File: src/rtl/sbi_pkg.sv
package sbi_pkg;
  localparam int NCOL = 32;

  typedef enum logic [1:0] {ST_IDLE, ST_LOAD, ST_READ} sbi_state_e;

  // Column visited at read step j: 5-bit bit reversal of j
  function automatic logic [4:0] visit_col(input logic [4:0] j);
    logic [4:0] c;
    for (int b = 0; b < 5; b++) c[b] = j[4-b];
    return c;
  endfunction
endpackage

File: src/rtl/sbi_colram.sv
module sbi_colram #(
  parameter int NGRP = 8,
  localparam int AW  = $clog2(NGRP*8),
  localparam int GW  = AW - 3
) (
  input  logic          clk,
  input  logic          we,
  input  logic [AW-1:0] waddr,
  input  logic          wbit,
  input  logic [GW-1:0] rgrp,
  output logic [7:0]    rword
);
  logic [NGRP*8-1:0] mem;

  always_ff @(posedge clk) begin
    if (we) mem[waddr] <= wbit;
  end

  assign rword = mem[{rgrp, 3'b000} +: 8];
endmodule

File: src/rtl/sbi_packer.sv
module sbi_packer (
  input  logic       clk,
  input  logic       rst_n,
  input  logic       in_valid,
  input  logic [7:0] in_bits,
  input  logic [7:0] in_null,
  input  logic [3:0] in_cnt,
  input  logic       in_last,
  output logic       in_accept,
  output logic       m_valid,
  input  logic       m_ready,
  output logic [7:0] m_data,
  output logic [7:0] m_null,
  output logic       m_last
);
  logic [15:0] acc_d, acc_n, ad_d, ad_n, ld_d, ld_n;
  logic [4:0]  cnt, cnt_ad;
  logic [7:0]  keep;
  logic        tail_q, drain;

  assign drain     = (cnt >= 5'd8) && (!m_valid || m_ready);
  assign cnt_ad    = drain ? cnt - 5'd8 : cnt;
  assign ad_d      = drain ? (acc_d >> 8) : acc_d;
  assign ad_n      = drain ? (acc_n >> 8) : acc_n;
  assign in_accept = in_valid && !tail_q && (cnt_ad < 5'd8);
  assign keep      = 8'(({8'b0, 8'hFF} << in_cnt) >> 8);
  assign ld_d      = {8'b0, in_bits & keep} << cnt_ad;
  assign ld_n      = {8'b0, in_null & keep} << cnt_ad;

  always_ff @(posedge clk) begin
    if (!rst_n) begin
      acc_d <= '0; acc_n <= '0; cnt <= '0; tail_q <= 1'b0;
      m_valid <= 1'b0; m_data <= '0; m_null <= '0; m_last <= 1'b0;
    end else begin
      acc_d <= in_accept ? (ad_d | ld_d) : ad_d;
      acc_n <= in_accept ? (ad_n | ld_n) : ad_n;
      cnt   <= in_accept ? cnt_ad + 5'(in_cnt) : cnt_ad;
      if (in_accept && in_last) tail_q <= 1'b1;
      if (drain) begin
        m_valid <= 1'b1;
        m_data  <= acc_d[7:0];
        m_null  <= acc_n[7:0];
        m_last  <= tail_q && (cnt_ad == 5'd0);
        if (tail_q && cnt_ad == 5'd0) tail_q <= 1'b0;
      end else if (m_ready) begin
        m_valid <= 1'b0;
      end
    end
  end

  p_hold_r6: assert property (@(posedge clk) disable iff (!rst_n)
    (m_valid && !m_ready) |=> (m_valid && $stable(m_data) && $stable(m_null) && $stable(m_last)));

  p_null_zero_r4: assert property (@(posedge clk) disable iff (!rst_n)
    m_valid |-> ((m_data & m_null) == 8'h00));

  p_fill_bound_r5: assert property (@(posedge clk) disable iff (!rst_n)
    cnt <= 5'd15);
endmodule

File: src/rtl/sbi_interleaver.sv
module sbi_interleaver
  import sbi_pkg::*;
#(
  parameter int  MAX_ROWS = 64,
  localparam int DW = $clog2(MAX_ROWS*32 + 1)
) (
  input  logic          clk,
  input  logic          rst_n,
  input  logic          i_start,
  input  logic [DW-1:0] i_dsize,
  input  logic          s_valid,
  output logic          s_ready,
  input  logic [7:0]    s_data,
  output logic          m_valid,
  input  logic          m_ready,
  output logic [7:0]    m_data,
  output logic [7:0]    m_null,
  output logic          m_last
);
  localparam int NGRP = (MAX_ROWS + 7) / 8;
  localparam int AW   = $clog2(NGRP*8);
  localparam int GW   = AW - 3;
  localparam int RW   = $clog2(MAX_ROWS + 1);
  localparam int WGW  = $clog2(MAX_ROWS*4);

  sbi_state_e     state;
  logic [RW-1:0]  rows_q, rows_c;
  logic [4:0]     nfill_q, nfill_c, rcol_q, col;
  logic [WGW-1:0] grp_q, lastgrp_q, lastgrp_c;
  logic [GW-1:0]  rgrp_q, lastrg_q, lastrg_c;
  logic           first_q, wr, pk_acc, pk_last;
  logic [2:0]     off;
  logic [7:0]     wal, wmask, rword, nullv;
  logic [7:0]     cword [NCOL];
  logic [RW:0]    rem;
  logic [3:0]     nv;

  // Block geometry from the requested size
  assign rows_c    = RW'(((DW+1)'(i_dsize) + (DW+1)'(31)) >> 5);
  assign nfill_c   = 5'd0 - i_dsize[4:0];
  assign lastgrp_c = WGW'({rows_c, 2'b00} - 1'b1);
  assign lastrg_c  = GW'((rows_c - 1'b1) >> 3);

  // Write side: byte-wide row-major fill after the dummy positions
  assign s_ready = (state == ST_LOAD);
  assign wr      = s_ready && s_valid;
  assign off     = first_q ? nfill_q[2:0] : 3'd0;
  assign wal     = s_data << off;
  assign wmask   = 8'hFF << off;

  for (genvar c = 0; c < NCOL; c++) begin : g_col
    sbi_colram #(.NGRP(NGRP)) u_ram (
      .clk   (clk),
      .we    (wr && (grp_q[1:0] == 2'(c/8)) && wmask[c%8]),
      .waddr (AW'(grp_q >> 2)),
      .wbit  (wal[c%8]),
      .rgrp  (rgrp_q),
      .rword (cword[c])
    );
  end

  // Read side: permuted column order, up to 8 rows per read
  assign col     = visit_col(rcol_q);
  assign rword   = cword[col];
  assign rem     = {1'b0, rows_q} - (RW+1)'({rgrp_q, 3'b000});
  assign nv      = (rem >= (RW+1)'(8)) ? 4'd8 : rem[3:0];
  assign nullv   = {7'b0, (rgrp_q == '0) && (col < nfill_q)};
  assign pk_last = (rcol_q == 5'd31) && (rgrp_q == lastrg_q);

  sbi_packer u_pack (
    .clk       (clk),
    .rst_n     (rst_n),
    .in_valid  (state == ST_READ),
    .in_bits   (rword & ~nullv),
    .in_null   (nullv),
    .in_cnt    (nv),
    .in_last   (pk_last),
    .in_accept (pk_acc),
    .m_valid   (m_valid),
    .m_ready   (m_ready),
    .m_data    (m_data),
    .m_null    (m_null),
    .m_last    (m_last)
  );

  always_ff @(posedge clk) begin
    if (!rst_n) begin
      state <= ST_IDLE;
      rows_q <= '0; nfill_q <= '0; grp_q <= '0; lastgrp_q <= '0;
      lastrg_q <= '0; first_q <= 1'b0; rcol_q <= '0; rgrp_q <= '0;
    end else begin
      case (state)
        ST_IDLE: if (i_start) begin
          rows_q    <= rows_c;
          nfill_q   <= nfill_c;
          grp_q     <= WGW'(nfill_c >> 3);
          lastgrp_q <= lastgrp_c;
          lastrg_q  <= lastrg_c;
          first_q   <= 1'b1;
          state     <= ST_LOAD;
        end
        ST_LOAD: if (s_valid) begin
          first_q <= 1'b0;
          grp_q   <= grp_q + 1'b1;
          if (grp_q == lastgrp_q) begin
            state  <= ST_READ;
            rcol_q <= '0;
            rgrp_q <= '0;
          end
        end
        ST_READ: if (pk_acc) begin
          if (rgrp_q == lastrg_q) begin
            rgrp_q <= '0;
            rcol_q <= rcol_q + 1'b1;
            if (rcol_q == 5'd31) state <= ST_IDLE;
          end else begin
            rgrp_q <= rgrp_q + 1'b1;
          end
        end
        default: state <= ST_IDLE;
      endcase
    end
  end

  p_start_ignored_r7: assert property (@(posedge clk) disable iff (!rst_n)
    (i_start && state != ST_IDLE) |=> ($stable(rows_q) && $stable(nfill_q)));

  p_load_done_r3: assert property (@(posedge clk) disable iff (!rst_n)
    (wr && grp_q == lastgrp_q) |=> !s_ready);

  p_ready_reset_r1: assert property (@(posedge clk) $past(!rst_n) |-> !s_ready);
endmodule

File: config.mk
export PLATFORM = sky130hd
export DESIGN_NAME = sbi_interleaver
export DESIGN_NICKNAME = d
export VERILOG_FILES = /design/src/rtl/sbi_pkg.sv /design/src/rtl/sbi_colram.sv /design/src/rtl/sbi_packer.sv /design/src/rtl/sbi_interleaver.sv
export SDC_FILE = /design/constraint.sdc
export NUM_CORES = 2
export LEC_CHECK = 0
export ABC_CLOCK_PERIOD_IN_PS = 23600
export BUFFER_PORTS_ARGS = -buffer_cell sky130_fd_sc_hd__buf_2
export CORE_MARGIN = 2
export CORE_UTILIZATION = 45
export CTS_CLUSTER_SIZE = 20
export DETAILED_ROUTE_END_ITERATION = 7
export GPL_ROUTABILITY_DRIVEN = 0
export RECOVER_POWER = 25
export SETUP_SLACK_MARGIN = 0.3
export SYNTH_ARGS = -nofsm -noshare
export SYNTH_HDL_FRONTEND = slang
export SYNTH_SLANG_ARGS = --single-unit
export TNS_END_PERCENT = 100
File: constraint.sdc
create_clock -name clk -period 23.6 [get_ports clk]
set_input_delay 3.54 -clock clk [delete_from_list [all_inputs] [get_ports clk]]
set_output_delay 3.54 -clock clk [all_outputs]
set_load 0.05 [all_outputs]
==> metrics <==
result of the run finished with violations; violations in the final reports capacitance limit, slew limit; type of the setup path with the least slack primary input to flop; max incr delay on CP roughly 6500 ps; vias 59,400; share of layout cells above drive strength 1 between 10% and 20%; full die area approximately 210,000 µm²; proportion of total power due to net switching a little under a quarter; first-pass iteration count of the detailed router 6; Register-to-Register Setup Slack roughly 13,000 ps; iteration-0 DRC count of the detailed router approximately 7,500; RSZ-0062 raised after global routing false; Power Dens Cells ~80 nW/µm²; total DRC errors in the routed layout 0; Detail Route Antenna Nets 0; area overhead of the layout relative to synthesis 9.79%; synthesis-stage register bit count about 2,100; Core ar. a little over 200,000 µm²; final setup margin roughly 12,000 ps; part of the total power dissipated in combinational logic around 6.1%; Cell Rows about 170; clock sink total ~2,100; Worst Hold Path EP u_pack.m_data[1]; buffers from clock root to sink, at most 3; terminus of the critical flop-to-flop path g_col[3].u_ram.mem[55]; CTS buffer count 215; Yosys warning count 0; global route overflow 0; Clock Root Buffer clkbuf_16; overall power consumption 8.08 mW; type of destination of the critical path flop; maximum vdd drop 0.0876 mV; total negative slack 0 ps; critical path, cell by cell clkbuf_1 > mux2i_1 > mux2i_1 > nor2b_4 > clkbuf_1 > buf_4; RR Startpoint first_q; Hold Crit Start u_pack.m_data[1]; fin nets approximately 7,000; Post-Route WL about 280,000 µm; initial core utilization a little under half; unique cell type count in the Yosys netlist a little under 90; count of instances resized after the clock tree is built 0; final hold vios 0; Avg Cell Area, Syn roughly 14 µm²; CTS Hold Buffers Added 0; met2 GRT Util about two fifths; global-route wire length before repair ~400,000 µm; Crit path depth 6; sw power between 1.5 and 2 mW; Reg2Reg Depth 6; pre-CTS setup slack around 16,000 ps; number of global-route vias before repair slightly below 60,000; Skew-Pair Late Insertion Delay 880 ps; Top FF cell, synth edfxtp_1; GR Layer Usage met3 under 10%; die height ~460 µm; cell area after synthesis 94,200 µm²; initial antenna violation count 10; normalized max-slew margin -525%; Final Max Tran Viols 1,010; part of the power in the clock network 41.2%; Net Count, Synth just under 7,000; number of levels in the clock H-tree 4; ratio of final minimum period to clock period about 50%; Port-buffer cells 43; Setup-failing EPs final 0; DP Area slightly below 100,000 µm²; cell family contributing the most delay on the critical path buffers and inverters; post-synthesis cell count a little under 7,000; max-capacitance violation count 15; DP Wirelength approximately 160,000 µm; Min-Delay Path Class flop to flop; maximum fanout along the worst path around 180; boundary pin count 44; leakage power summed over all cells 38.0 nW; number of synthesized flops with an enable pin approximately 2,000; Total Routing Usage GR around a quarter; Seq/Total Area, Yosys around two thirds; Internal Dissipation slightly above 6 mW; Worst EP required 24,130 ps; worst hold path cell count 2; Crit path arrival time roughly 12,000 ps; most congested layer reported by global routing met2; clock tree skew after final layout around 28 ps; clock-pin slew of the registers on the worst-case setup and hold paths approximately 60 ps; post-layout min period between 10,000 and 15,000 ps; startpoint type of the worst setup path primary input; fraction of power consumed by sequential logic ~53%; Filler Cell Count between 15,000 and 20,000; met1 demand-to-capacity share in global routing 35.7%; post-CTS setup-driven buffer insertion count 0; CTS tree done; pin count of the biggest net entering global routing ~240; Worst path slowest cell clkbuf_1; transition time at the pin with the least slew margin about 9400 ps; x dimension of the die 462 µm; drt wl/cell 28.3 µm; final std cell area, no fill about 100,000 µm²; number of buffers and inverters on the critical path 3; maximum achievable frequency roughly 86 MHz; vias per cell 6.08; Async S/R FF share, synth 0%
==> Yosys cell counts, types with 23 or more instances <==
cell type | number | area share (%)
nand2_1 | 453 | 1.8
nor2_1 | 1918 | 7.6
a221oi_1 | 80 | 0.74
nor2b_1 | 23 | 0.15
o22ai_1 | 23 | 0.15
a22oi_1 | 57 | 0.45
mux2i_1 | 268 | 2.8
nand3_1 | 53 | 0.28
clkbuf_1 | 313 | 1.2
nand2b_1 | 25 | 0.17
nand4_1 | 24 | 0.16
dfxtp_1 | 94 | 2.0
inv_1 | 282 | 1.1
mux4_2 | 392 | 9.4
buf_2 | 53 | 0.28
o21ai_0 | 63 | 0.33
and3_1 | 23 | 0.15
nor3_1 | 98 | 0.52
edfxtp_1 | 2048 | 65
a21oi_1 | 93 | 0.49
buf_6 | 46 | 0.55
buf_1 | 46 | 0.18
mux2_2 | 39 | 0.47
buf_4 | 25 | 0.20
==> worst max-delay path by stage <==
stage,from,endpoint,slack [ps]
final,s_data[0],g_col[3].u_ram.mem[55],11920
after global routing,s_data[0],g_col[27].u_ram.mem[13],11510
after detailed placement,s_data[0],g_col[22].u_ram.mem[17],15880
after global placement,s_data[0],g_col[6].u_ram.mem[14],15860
after CTS,s_data[0],g_col[22].u_ram.mem[9],16780
after floorplan,s_data[0],g_col[12].u_ram.mem[0],7690
==> per-layer routing <==
metal,vias up,part of all wire [%]
li1,25000,-
met1,30800,40
met2,2942,46
met3,575,9.5
met4,8,4.1
met5,-,0.036
==> tightest hold or removal path: stages (launching register included) <==
cell and delay, ps:
dfxtp_1 300, nand2_1 50, a21oi_1 50
==> stage by stage <==
step	util, %	hold WS (ps)	instances
after floorplan	-	431	6899
after global placement	46.6	440	9362
after detailed placement	46.6	444	9362
after CTS	49.8	452	9756
after global routing	49.8	467	9756
final	49.8	451	9762
==> flip-flops by register name (all words and copies together) (netlist names) <==
name / count
u_pack.m_null: 8
u_pack.acc_d: 16
u_pack.cnt: 5
u_pack.acc_n: 16
rgrp_q: 3
state: 2
grp_q: 8
u_pack.tail_q: 1
u_pack.m_last: 1
lastgrp_q: 7
u_pack.m_data: 8
g_col.u_ram.mem: 2048
u_pack.m_valid: 1
nfill_q: 5
rows_q: 7
rcol_q: 5
first_q: 1
==> logic make-up after synthesis <==
family	after synthesis	synth area share [%]
xor gates and xnor gates	33	0.307
adders and majority gates	22	0.300
and+or+nand+nor	2688	11.4
AOI/OAI and AO/OA	532	4.12
muxes	706	12.9
DFF	2142	67.3
buffers and inverters	776	3.72
==> power by group through the flow <==
| stage | clock network (mW) | logic (mW) | registers, mW |
|---|---|---|---|
| floorplan | 0 | 0.325 | 4.39 |
| global placement | 0 | 0.484 | 4.33 |
| detailed placement | 0 | 0.494 | 4.33 |
| CTS | 3.36 | 0.495 | 4.25 |
| global route | 3.50 | 0.528 | 4.26 |
| finish | 3.32 | 0.493 | 4.26 |
==> area by class of cell <==
cell class | instances | area [µm²] | share of cell area [%]
sequential | 2142 | 63400 | 61.3
multi-input combinational | 3981 | 27500 | 26.6
clock buffer | 283 | 5730 | 5.54
tap | 2788 | 3490 | 3.37
timing repair buffer | 168 | 1230 | 1.19
inverter | 283 | 1070 | 1.03
clock inverter | 111 | 996 | 0.963
antenna | 6 | 15.0 | 0.0145
==> cells in the final DEF (no fill, tap or decap), drive strengths merged, types with 89 or more instances in the layout <==
cell type  count
mux2i        268
clkbuf       301
edfxtp      2048
buf          150
nand2        453
nor2        1918
a21oi         93
inv          289
dfxtp         94
mux4         399
clkinv        89
nor3          98
Note: power is estimated with default switching activity, not from simulation.
